File: src/rtl/ctr_mac_pkg.sv
package ctr_mac_pkg;
   // Width of a counter able to hold the values 0..max_v.
   function automatic int cnt_width(input int max_v);
      int w;
      w = 1;
      while ((1 << w) <= max_v) w++;
      return w;
   endfunction
endpackage

File: src/rtl/ctr_mac_issue.sv
module ctr_mac_issue #(
   parameter int CNT_W = 7
) (
   input  logic             clk,
   input  logic             rst_n,
   input  logic             start_i,
   input  logic [CNT_W-1:0] n_terms_i,
   input  logic             op_valid_i,
   input  logic             pipe_busy_i,
   output logic             load_o,
   output logic             take_o,
   output logic             last_o,
   output logic             busy_o
);
   logic [CNT_W-1:0] rem_q;
   logic             active_q;

   assign busy_o = active_q | pipe_busy_i;
   assign load_o = start_i & ~busy_o;
   assign take_o = active_q & op_valid_i;
   assign last_o = (load_o & (n_terms_i == '0)) | (take_o & (rem_q == CNT_W'(1)));

   always_ff @(posedge clk or negedge rst_n) begin
      if (!rst_n) begin
         rem_q    <= '0;
         active_q <= 1'b0;
      end else if (load_o) begin
         rem_q    <= n_terms_i;
         active_q <= (n_terms_i != '0);
      end else if (take_o) begin
         rem_q    <= rem_q - CNT_W'(1);
         active_q <= (rem_q != CNT_W'(1));
      end
   end

   AST_START_IGNORED: assert property (@(posedge clk) disable iff (!rst_n)
      (start_i && busy_o && !take_o) |=> $stable(rem_q));
   AST_NO_OVERRUN: assert property (@(posedge clk) disable iff (!rst_n)
      active_q |-> (rem_q != '0));
endmodule

File: src/rtl/ctr_mac_mul.sv
module ctr_mac_mul #(
   parameter int MU_W = 25,
   parameter int X_W  = 18,
   localparam int P_W = MU_W + X_W
) (
   input  logic                  clk,
   input  logic                  rst_n,
   input  logic                  take_i,
   input  logic                  last_i,
   input  logic signed [MU_W-1:0] coef_i,
   input  logic signed [X_W-1:0]  coord_i,
   output logic signed [P_W-1:0]  prod_o,
   output logic                  pv_o,
   output logic                  mark_o,
   output logic                  busy_o
);
   logic signed [MU_W-1:0] a_q;
   logic signed [X_W-1:0]  b_q;
   logic                   v1_q, m1_q, v2_q, m2_q;
   logic signed [P_W-1:0]  p_q;

   // stage 1: operand capture
   always_ff @(posedge clk or negedge rst_n) begin
      if (!rst_n) begin
         a_q  <= '0;
         b_q  <= '0;
         v1_q <= 1'b0;
         m1_q <= 1'b0;
      end else begin
         v1_q <= take_i;
         m1_q <= last_i;
         if (take_i) begin
            a_q <= coef_i;
            b_q <= coord_i;
         end
      end
   end

   // stage 2: product register
   always_ff @(posedge clk or negedge rst_n) begin
      if (!rst_n) begin
         p_q  <= '0;
         v2_q <= 1'b0;
         m2_q <= 1'b0;
      end else begin
         v2_q <= v1_q;
         m2_q <= m1_q;
         if (v1_q) p_q <= a_q * b_q;
      end
   end

   assign prod_o = p_q;
   assign pv_o   = v2_q;
   assign mark_o = m2_q;
   assign busy_o = m1_q | m2_q;

   AST_PIPE_ADVANCE: assert property (@(posedge clk) disable iff (!rst_n)
      v1_q |=> v2_q);
endmodule

File: src/rtl/ctr_mac_acc.sv
module ctr_mac_acc #(
   parameter int ACC_W   = 48,
   parameter int P_W     = 43,
   parameter bit SEED_EN = 1'b1
) (
   input  logic                    clk,
   input  logic                    rst_n,
   input  logic                    load_i,
   input  logic                    seed_en_i,
   input  logic signed [ACC_W-1:0] seed_i,
   input  logic                    pv_i,
   input  logic signed [P_W-1:0]   prod_i,
   input  logic                    mark_i,
   output logic signed [ACC_W-1:0] acc_o,
   output logic                    done_o
);
   logic signed [ACC_W-1:0] acc_q;
   logic signed [ACC_W-1:0] init_v;
   logic                    done_q;

   generate
      if (SEED_EN) begin : g_seed
         assign init_v = seed_en_i ? seed_i : '0;
      end else begin : g_zero
         assign init_v = '0;
      end
   endgenerate

   always_ff @(posedge clk or negedge rst_n) begin
      if (!rst_n) begin
         acc_q  <= '0;
         done_q <= 1'b0;
      end else begin
         done_q <= mark_i;
         if (load_i)    acc_q <= init_v;
         else if (pv_i) acc_q <= acc_q + ACC_W'(prod_i);
      end
   end

   assign acc_o  = acc_q;
   assign done_o = done_q;

   AST_ACC_HOLD: assert property (@(posedge clk) disable iff (!rst_n)
      (!load_i && !pv_i) |=> $stable(acc_q));
   AST_DONE_PULSE: assert property (@(posedge clk) disable iff (!rst_n)
      done_q |=> !done_q);
endmodule

File: src/rtl/ctr_mac_round.sv
module ctr_mac_round #(
   parameter int ACC_W  = 48,
   parameter int INT_W  = 12,
   parameter int FRAC_W = 24,
   localparam int C_W   = INT_W + FRAC_W
) (
   input  logic                    clk,
   input  logic                    rst_n,
   input  logic                    done_i,
   input  logic signed [ACC_W-1:0] acc_i,
   output logic signed [C_W-1:0]   ctr_o,
   output logic signed [INT_W-1:0] rnd_o,
   output logic                    dir_o
);
   logic signed [ACC_W-1:0] neg;
   logic signed [C_W:0]     biased;
   logic [ACC_W-C_W:0]      top_bits;

   assign neg      = -acc_i;
   assign ctr_o    = neg[C_W-1:0];
   assign biased   = $signed({neg[C_W-1], neg[C_W-1:0]})
                   + $signed({{(INT_W+1){1'b0}}, 1'b1, {(FRAC_W-1){1'b0}}});
   assign rnd_o    = biased[C_W-1:FRAC_W];
   // fraction of one half or more means the rounded value lies above
   assign dir_o    = neg[FRAC_W-1];
   assign top_bits = neg[ACC_W-1:C_W-1];

   AST_CTR_FITS: assert property (@(posedge clk) disable iff (!rst_n)
      done_i |-> (top_bits == '0 || top_bits == '1));
   AST_RND_FITS: assert property (@(posedge clk) disable iff (!rst_n)
      done_i |-> (biased[C_W] == biased[C_W-1]));
endmodule

File: src/rtl/ctr_mac.sv
module ctr_mac
   import ctr_mac_pkg::*;
#(
   parameter int  MAX_TERMS = 64,
   parameter int  MU_W      = 25,
   parameter int  X_W       = 18,
   parameter int  ACC_W     = 48,
   parameter int  INT_W     = 12,
   parameter int  FRAC_W    = 24,
   parameter bit  SEED_EN   = 1'b1,
   localparam int CNT_W     = cnt_width(MAX_TERMS),
   localparam int P_W       = MU_W + X_W,
   localparam int C_W       = INT_W + FRAC_W
) (
   input  logic                    clk,
   input  logic                    rst_n,
   input  logic                    start_i,
   input  logic [CNT_W-1:0]        n_terms_i,
   input  logic                    seed_en_i,
   input  logic signed [ACC_W-1:0] seed_i,
   input  logic                    op_valid_i,
   input  logic signed [MU_W-1:0]  coef_i,
   input  logic signed [X_W-1:0]   coord_i,
   output logic                    res_valid_o,
   output logic signed [C_W-1:0]   ctr_o,
   output logic signed [INT_W-1:0] rnd_o,
   output logic                    dir_o
);
   generate
      if (ACC_W <= P_W) begin : g_bad_acc
         $error("accumulator must be wider than one product");
      end
      if (C_W > ACC_W) begin : g_bad_ctr
         $error("center word wider than accumulator");
      end
      if (MU_W <= FRAC_W) begin : g_bad_mu
         $error("coefficient needs a sign bit above the fraction");
      end
      if (MAX_TERMS < 1) begin : g_bad_terms
         $error("at least one term required");
      end
   endgenerate

   logic                    load, take, last, busy, pipe_busy;
   logic signed [P_W-1:0]   prod;
   logic                    pv, mark;
   logic signed [ACC_W-1:0] acc;

   ctr_mac_issue #(.CNT_W(CNT_W)) u_issue (
      .clk(clk), .rst_n(rst_n), .start_i(start_i), .n_terms_i(n_terms_i),
      .op_valid_i(op_valid_i), .pipe_busy_i(pipe_busy),
      .load_o(load), .take_o(take), .last_o(last), .busy_o(busy)
   );

   ctr_mac_mul #(.MU_W(MU_W), .X_W(X_W)) u_mul (
      .clk(clk), .rst_n(rst_n), .take_i(take), .last_i(last),
      .coef_i(coef_i), .coord_i(coord_i),
      .prod_o(prod), .pv_o(pv), .mark_o(mark), .busy_o(pipe_busy)
   );

   ctr_mac_acc #(.ACC_W(ACC_W), .P_W(P_W), .SEED_EN(SEED_EN)) u_acc (
      .clk(clk), .rst_n(rst_n), .load_i(load), .seed_en_i(seed_en_i),
      .seed_i(seed_i), .pv_i(pv), .prod_i(prod), .mark_i(mark),
      .acc_o(acc), .done_o(res_valid_o)
   );

   ctr_mac_round #(.ACC_W(ACC_W), .INT_W(INT_W), .FRAC_W(FRAC_W)) u_round (
      .clk(clk), .rst_n(rst_n), .done_i(res_valid_o), .acc_i(acc),
      .ctr_o(ctr_o), .rnd_o(rnd_o), .dir_o(dir_o)
   );

   AST_BUSY_BLOCKS_LOAD: assert property (@(posedge clk) disable iff (!rst_n)
      (start_i && busy) |-> !load);
endmodule

File: config.mk
export PLATFORM = sky130hd
export DESIGN_NAME = ctr_mac
export DESIGN_NICKNAME = d
export VERILOG_FILES = /design/src/rtl/ctr_mac_pkg.sv /design/src/rtl/ctr_mac_issue.sv /design/src/rtl/ctr_mac_mul.sv /design/src/rtl/ctr_mac_acc.sv /design/src/rtl/ctr_mac_round.sv /design/src/rtl/ctr_mac.sv
export SDC_FILE = /design/constraint.sdc
export NUM_CORES = 1
export LEC_CHECK = 0
export ABC_AREA = 1
export BUFFER_PORTS_ARGS = -buffer_cell sky130_fd_sc_hd__buf_2
export CORE_ASPECT_RATIO = 0.75
export CORE_MARGIN = 10
export CORE_UTILIZATION = 35
export CTS_CLUSTER_DIAMETER = 150
export CTS_CLUSTER_SIZE = 28
export DETAILED_ROUTE_END_ITERATION = 16
export GPL_TIMING_DRIVEN = 0
export MAX_ROUTING_LAYER = met4
export REMOVE_ABC_BUFFERS = 1
export SLEW_MARGIN = 30
export SYNTH_ARGS = -nofsm -noshare
export SYNTH_HDL_FRONTEND = slang
export SYNTH_SLANG_ARGS = --single-unit
export TNS_END_PERCENT = 20
File: constraint.sdc
create_clock -name clk -period 6.76 [get_ports clk]
set_input_delay 1.352 -clock clk [delete_from_list [all_inputs] [get_ports clk]]
set_output_delay 1.352 -clock clk [all_outputs]
set_load 0.1 [all_outputs]
==> key figures, run 1 <==
Outcome
  • Status: completed

STA
  • Max Clock Freq: 152 MHz
  • Period minus WS final: 6.58 ns
  • Fin crit share: 0.973
  • Final Setup Violations: 0
  • Worst Clk Skew: approximately 0.014 ns
  • Slew Limit Fails: 0
  • Setup WS post-layout: 0.185 ns
  • Worst rel slew slack: 0.339
  • Setup_tns: 0 ns
  • Worst-margin pin slew: between 0.9 and 1 ns
  • Hold slack final: 0.374 ns
  • RSZ-0062 raised after global routing: true
  • Final Hold Viols: 0

Global routing
  • First-pass GRT wire length: 117 mm
  • GRT Overall Usage: 0.186
  • Vias in the first global route: approximately 21000
  • Initial antenna violation count: 0
  • Largest net degree at the start of global routing: 64
  • Global route total overflow: 0

Placed design
  • HPWL Detailed: 58.3 mm
  • IO Port Bufs: 140
  • Placed cell count: 4420
  • Placer congestion estimate: 0.991
  • Dpl ws: 0.237 ns

Yosys
  • Mux contribution to synthesized area: 0
  • Register area share after synthesis: 0.131
  • Simple-gate share of the synthesized area: 0.261
  • Top post-synthesis cells by area: fa_1 (31%), nand2_1 (16%), inv_1 (14%)
  • Post-synth ARST share: 1.00
  • XOR/XNOR Fraction of Synth Area: 0.0197
  • Synth unique cells: 51
  • Ys Warns: 0
  • Prevailing post-synth register cell: dfrtp_1
  • Yosys reg bits: 128
  • Post-synth EDFFs: 0
  • Synth Cell Area: 24400 µm²
  • Post-synth top area share: 0.310
  • Leading area contributor after synthesis: fa_1
  • Largest family of logic cells by synthesized area: adder cells
  • Post-synthesis compound-gate area fraction: 0.0503
  • Syn_area_per_cell: between 7 and 8 µm²
  • Post-Syn Instances: 3467
  • Synth Area in Adders: 0.381

Route
  • Residual DRC count: 0
  • WL final: between 70 and 80 mm
  • Vias: ~21000
  • Routed length per instance: about 16 µm
  • DR top layer: met4
  • Post-route ant nets: 0
  • Metal3 WL: 5.81 mm
  • Vias per Instance: 4.68
  • M1 WL: 35.2 mm
  • Iteration-0 DRC Markers: 1826
  • Pre-antenna DRT Iters: 6
  • Met2 wire len: between 30 and 40 mm

Clocking
  • Deepest clock path buffer count: 2
  • Hold_buf cts: 0
  • Clock Pin Slew Worst Setup and Hold Paths: 0.07 ns
  • TritonCTS Buffers: 17
  • CTS tree: yes
  • Clk Tree Root Cell: clkbuf_16
  • Sink Count: between 100 and 150
  • Clock latency at the later pin of the worst-skew pair: 0.50 ns
  • Htree depth: 4

Layout
  • Layout cells sized above 1: 0.0819
  • Nets: 4124
  • Synthesis-to-finish area growth: 8.90%
  • Commonest non-fill, non-tap cell in the layout: nand2_1
  • Non-Filler Instances: 4454
  • Commonest cells after routing, fill and taps aside: nand2_1 (1061), inv_1 (879), fa_1 (378)

Floorplanning
  • Die Footprint: between 80000 and 90000 µm²
  • Num ports: approximately 150
  • Die height: 249 µm
  • Rows: slightly above 80
  • Die width: 325 µm
  • Core ar.: 68700 µm²
  • Initial Util: 0.355

Worst hold path
  • Hold EP: u_mul.mark_o
  • Hold Crit Depth: 0
  • Hold Path Class: reg2reg
  • Hold Startpoint: u_mul.m1_q

Worst setup path
  • Setup CP Type: reg2reg
  • Worst R2R Start: u_mul.a_q[9]
  • Reg2reg end: u_mul.prod_o[35]
  • Worst-path fanout max: 19
  • WP data required: 7.14 ns
  • Worst setup SP type: flop
  • Worst EP arrival: 6.95 ns
  • Worst r2r path cells: 19
  • R2R setup slack: ~0.18 ns
  • Setup crit start: u_mul.a_q[9]
  • Critical path endpoint category: flop

Flow run
  • Max-cap viol count: 0
[worst max path at each step]
stage,endpoint,depth (start not counted)
CTS,u_mul.prod_o[23],20
floorplan,rnd_o[7],14
finish,u_mul.prod_o[35],19
global route,u_mul.prod_o[26],20
global placement,u_mul.prod_o[23],19
detailed placement,u_mul.prod_o[23],20
[cells in the mapped netlist, drive strengths merged, types with 2 or more instances]
library cell and instances:
a31oi 19, nand4 27, clkbuf 97, a21oi 103
fa 378, o221ai 3, xor2 26, clkinv 3
ha 138, nand3b 13, nor3 18, o31ai 2
nor4 2, or2 18, and3 2, a21o 3
a22oi 2, inv 888, o211ai 2, nor2 240
nand2 1082, xnor2 22, a21boi 2, nand3 130
dfrtp 128, o21bai 14, buf 30, o21ai 70
[flip-flops by register name, indices dropped and copies added, names as in the netlist]
name and cells:
u_acc.acc_o 36, u_mul.pv_o 1, u_mul.b_q 18, u_issue.rem_q 7
u_mul.a_q 25, u_mul.m1_q 1, u_mul.mark_o 1, u_acc.done_o 1
u_mul.v1_q 1, u_mul.prod_o 36, u_issue.active_q 1
[critical path: stages, from the launching register on]
cell	delay [ns]
dfrtp_1	0.99
nand2_1	0.18
fa_1	0.61
fa_1	0.46
fa_1	0.52
inv_1	0.05
fa_1	0.46
fa_1	0.54
inv_1	0.05
fa_1	0.53
inv_1	0.04
ha_1	0.35
a21oi_1	0.27
o21ai_0	0.26
a21oi_1	0.28
o21ai_1	0.24
a21oi_1	0.27
nand3_1	0.12
nand3_1	0.13
nand2_1	0.06
[layer usage]
layer  global-route usage  vias up
li1                     -    10166
met5                    -        -
met2                0.267      590
met4               0.0363        0
met3               0.0490       62
met1                0.262    10043
[area by class of cell]
class	instances	area (µm²)
antenna	1	2.50
clock buffer	18	439
tap	935	1170
fill	7285	42200
inverter	891	3350
clock inverter	14	169
sequential	128	3230
multi-input combinational	2321	17400
timing repair inverter	1	5.00
timing repair buffer	145	832
[metrics by stage]
stage / util / instance area [µm²]
2_1_floorplan: - / 23900
3_3_place_gp: 0.375 / 25800
3_5_place_dp: 0.378 / 26000
4_1_cts: 0.386 / 26600
5_1_grt: 0.387 / 26600
6_report: 0.387 / 26600
[logic make-up (layout without fill, tap and decap cells)]
family                     count (synthesis)  count (layout)
and+or+nand+nor                         1534            1534
buffers and inverters                   1018            1069
adders and majority gates                516             516
AOI/OAI and AO/OA                        223             223
DFF                                      128             128
xor gates and xnor gates                  48              48
other                                      0               1
[what timing repair did]
item | CTS | global route
endpoints found under the setup margin | 0 | 8
gates resized for setup | 0 | 4
hold endpoints to repair | 0 | 0
buffers inserted | 0 | 0
Power of run 1 is left out: the tool's default activity adds up to more than one toggle a clock period on the data nets, which glitch-free logic cannot reach.
==> run 2: changes to the inputs <==
PLACE_DENSITY = 0.58   (was not set)
==> key figures, run 2 (synthesis results as in run 1) <==
Outcome
  • Status: completed

Global routing
  • Global route total overflow: 0
  • Vias in the first global route: between 20000 and 25000
  • Initial antenna violation count: 0
  • GRT Overall Usage: 0.187
  • Largest net degree at the start of global routing: 82
  • First-pass GRT wire length: roughly 120 mm

Flow run
  • Max-cap viol count: 0

Worst setup path
  • Worst EP arrival: 6.75 ns
  • Worst r2r path cells: 19
  • Setup CP Type: reg2reg
  • WP data required: 7.14 ns
  • Critical path endpoint category: flop
  • Worst setup SP type: flop
  • Worst-path fanout max: 19

STA
  • Period minus WS final: 6.38 ns
  • Max Clock Freq: 157 MHz
  • Worst Clk Skew: 0.0109 ns
  • Worst-margin pin slew: 0.993 ns
  • Slew Limit Fails: 0
  • Fin crit share: 0.943
  • Final Hold Viols: 0
  • Final Setup Violations: 0
  • RSZ-0062 raised after global routing: false
  • Worst rel slew slack: 0.338
  • Hold slack final: 0.378 ns

Route
  • Vias per Instance: 4.67
  • Post-route ant nets: 0
  • WL final: between 70 and 80 mm
  • Pre-antenna DRT Iters: 6
  • M1 WL: 35.5 mm
  • Met2 wire len: 30.0 mm
  • Residual DRC count: 0
  • DR top layer: met4
  • Vias: 20774
  • Routed length per instance: 16.1 µm
  • Iteration-0 DRC Markers: 1784
  • Metal3 WL: 5.30 mm

Clocking
  • CTS tree: yes
  • Hold_buf cts: 0
  • Sink Count: approximately 130
  • Deepest clock path buffer count: 2
  • Clk Tree Root Cell: clkbuf_16
  • Clock latency at the later pin of the worst-skew pair: roughly 0.49 ns
  • Htree depth: 4
  • TritonCTS Buffers: 17
  • Clock Pin Slew Worst Setup and Hold Paths: 0.06 ns

Layout
  • Commonest cells after routing, fill and taps aside: nand2_1 (1061), inv_1 (879), fa_1 (378)
  • Fill count: between 7000 and 8000
  • Synthesis-to-finish area growth: 8.88%
  • Commonest non-fill, non-tap cell in the layout: nand2_1
  • Layout cells sized above 1: 0.0833
  • N_diodes: 0
  • Nets: just over 4000
  • Post-layout util: 0.387

Worst hold path
  • Hold Crit Depth: 0
  • Hold Path Class: reg2reg

Placed design
  • Placer congestion estimate: 0.979
  • IO Port Bufs: 140
  • HPWL Detailed: 58.2 mm

Floorplanning
  • Rows: 83
  • Die width: 325 µm
  • Die height: about 250 µm
  • Initial Util: 0.355
  • Die Footprint: 80800 µm²
  • Num ports: 153
  • Core ar.: 68700 µm²
==> run 2: per-stage QoR <==
stage	cell area [µm²]	std cells	setup WS, ns	TNS, ns
finish	26600	4453	0.384	0
global route	26600	4453	0.00122	0
CTS	26500	4450	0.189	0
detailed placement	25900	4418	0.227	0
global placement	25800	4415	-0.0540	-0.0540
floorplan	23900	3340	0.172	0
==> run 2: layout make-up <==
| cell class | count | area (µm²) | area share |
|---|---|---|---|
| clock buffer | 19 | 443 | 0.0167 |
| clock inverter | 13 | 173 | 0.00650 |
| inverter | 891 | 3350 | 0.126 |
| multi-input combinational | 2321 | 17400 | 0.654 |
| sequential | 128 | 3240 | 0.122 |
| tap | 935 | 1170 | 0.0440 |
| timing repair buffer | 145 | 808 | 0.0304 |
| timing repair inverter | 1 | 7.51 | 0.000282 |
==> run 2: worst paths after layout <==
kind,from,end,slack (ns)
min in group asynchronous,rst_n,u_mul.m1_q,0.76
worst min register to register,u_mul.m1_q,u_mul.mark_o,0.38
worst max register to register,u_mul.a_q[10],u_mul.prod_o[28],0.38
max in group asynchronous,rst_n,u_mul.b_q[3],5.16
worst max-delay path,u_mul.a_q[10],u_mul.prod_o[28],0.38
worst min-delay path,u_mul.m1_q,u_mul.mark_o,0.38
==> run 2: timing repair <==
item                                    in CTS  in global routing
hold endpoints to repair                     0                  0
buffers inserted                             0                  2
gates resized for setup                      0                 12
endpoints found under the setup margin       0                  8
==> run 2: layer usage <==
metal / global-route usage / up-vias
met2: 0.266 / 549
met4: 0.0367 / 0
met1: 0.266 / 10026
li1: - / 10150
met3: 0.0460 / 49
met5: - / -
==> run 2: critical path, cell delays in order, from the launching register on <==
cell and delay, ns:
dfrtp_1 0.97, nand2_1 0.18, fa_1 0.57, inv_1 0.05
fa_1 0.47, fa_1 0.54, fa_1 0.54, fa_1 0.61
inv_1 0.08, fa_1 0.53, inv_1 0.04, ha_1 0.39
a21oi_1 0.26, o21a_1 0.20, o21ai_0 0.13, nand2_1 0.09
nand3_1 0.16, or2_2 0.32, nand3_1 0.07, nand2_1 0.06
Power of run 2 is left out for the same reason.
==> run 3: changes to the inputs <==
CORE_UTILIZATION = 50   (was 35)
PLACE_DENSITY = 0.75   (was 0.58)
==> key figures, run 3 (synthesis results as in run 1) <==
Worst setup path
  • WP buf/inv: 3
  • Critical path endpoint category: flop
  • Worst-path fanout max: 23
  • WP data required: around 7.1 ns
  • Reg2reg end: u_mul.prod_o[23]
  • CP delay by family, top: adder cells
  • Most numerous cell on the critical path: fa_1
  • Worst setup SP type: flop
  • Worst-path cell chain: nand2_1, fa_1, inv_1, fa_1, fa_1, fa_1, fa_1, inv_1, fa_1, inv_1, ha_1, nand2_1, nor2_1, nand2_1, o21ai_1, a21oi_1, or2_2, nand3_1, nand2_1
  • R2R setup slack: around 0.27 ns
  • Setup CP Type: reg2reg
  • Worst EP arrival: roughly 6.8 ns
  • Largest stage delay on the critical path: around 1 ns
  • Worst r2r path cells: 19
  • Slowest-stage cell, CP: dfrtp_1
  • Worst R2R Start: u_mul.b_q[14]

STA
  • Period minus WS final: 6.49 ns
  • Max Clock Freq: ~150 MHz
  • Worst rel slew slack: 0.314
  • RSZ-0062 raised after global routing: false
  • Hold slack final: 0.379 ns
  • Fin crit share: 0.959
  • Worst Clk Skew: 0.0109 ns
  • Setup WS post-layout: 0.274 ns
  • Worst-margin pin slew: between 1 and 1.5 ns
  • Slew Limit Fails: 0
  • Final Setup Violations: 0
  • Setup_tns: 0 ns
  • Final Hold Viols: 0

Flow run
  • Max-cap viol count: 0

Route
  • Post-route ant nets: 0
  • Vias: 21160
  • Residual DRC count: 0
  • Iteration-0 DRC Markers: 1638
  • Routed length per instance: ~17 µm
  • Pre-antenna DRT Iters: 5
  • WL final: 69.1 mm
  • Vias per Instance: 5.09

Worst hold path
  • Hold Path Class: reg2reg
  • Hold Startpoint: u_mul.m1_q
  • Hold Crit Depth: 0
  • Hold EP: u_mul.mark_o

Placed design
  • IO Port Bufs: 140
  • HPWL Detailed: 56.9 mm
  • Placer congestion estimate: 0.960
  • Dpl ws: between 0.2 and 0.25 ns

Outcome
  • Status: completed

Layout
  • Commonest non-fill, non-tap cell in the layout: nand2_1
  • Fill count: 4728
  • N_diodes: 0
  • Nets: 4119
  • Synthesis-to-finish area growth: 6.87%
  • Area of the multi-input gates: 17400 µm²
  • Layout cells sized above 1: 0.0786
  • Storage cell area: about 3200 µm²
  • Commonest cells after routing, fill and taps aside: nand2_1 (1061), inv_1 (880), fa_1 (378)

Floorplanning
  • Die height: 211 µm
  • Num ports: 153
  • Die width: approximately 280 µm
  • Core ar.: 48500 µm²
  • Die Footprint: 58200 µm²
  • Initial Util: 0.503
  • Rows: 70

Clocking
  • # resized after CTS: 0
  • TritonCTS Buffers: 17
  • Hold_buf cts: 0
  • Sink Count: between 100 and 150
  • Clock Pin Slew Worst Setup and Hold Paths: approximately 0.070 ns
  • Htree depth: 4
  • Post-CTS Setup Repair Bufs: 0
  • CTS tree: yes
  • Deepest clock path buffer count: 2
  • Clk Tree Root Cell: clkbuf_16
  • Clock latency at the later pin of the worst-skew pair: ~0.46 ns

Global routing
  • Vias in the first global route: 21276
  • First-pass GRT wire length: around 110 mm
  • GRT Overall Usage: 0.253
  • Initial antenna violation count: 0
  • Global route total overflow: 0
  • Largest net degree at the start of global routing: a little under 80
[run 3: cell count changes in the layout (fill, tap and decap cells not counted), sizes merged]
cell | previous run | this run
buf | 145 | 141
bufinv | 3 | 1
clkinv | 5 | 6
clkinvlp | 3 | 4
clkbuf | 19 | 18
[run 3: area by class of cell]
type,count,share of cell area
Tap cell,648,0.0311
Sequential cell,128,0.123
Clock inverter,14,0.00547
Clock buffer,18,0.0168
Inverter,891,0.128
Multi-Input combinational cell,2321,0.666
Timing Repair Buffer,141,0.0283
[run 3: how the worst max path moves through the flow]
stage / startpoint / cells past startpoint / endpoint / slack, ns
after floorplan: u_acc.acc_o[0] / 14 / rnd_o[7] / 0.17
after global placement: u_mul.b_q[11] / 21 / u_mul.prod_o[23] / 0.1
after global routing: u_mul.b_q[15] / 22 / u_mul.prod_o[34] / 0.008
after CTS: u_mul.b_q[3] / 20 / u_mul.prod_o[35] / 0.16
final: u_mul.b_q[14] / 19 / u_mul.prod_o[23] / 0.27
after detailed placement: u_mul.b_q[3] / 20 / u_mul.prod_o[35] / 0.22
[run 3: routing by layer]
metal,GRT usage,part of all wire,up-vias
li1,-,-,10143
met1,0.357,0.46,10126
met2,0.363,0.43,809
met3,0.0675,0.10,82
met4,0.0497,0.016,0
met5,-,0,-
[run 3: stage by stage]
step                 util  area, µm²  std cells
CTS                 0.537      26100       4161
global route        0.538      26100       4161
floorplan               -      23900       3340
detailed placement  0.526      25500       4129
global placement    0.524      25400       4128
finish              0.538      26100       4161
Power of run 3 is left out for the same reason.
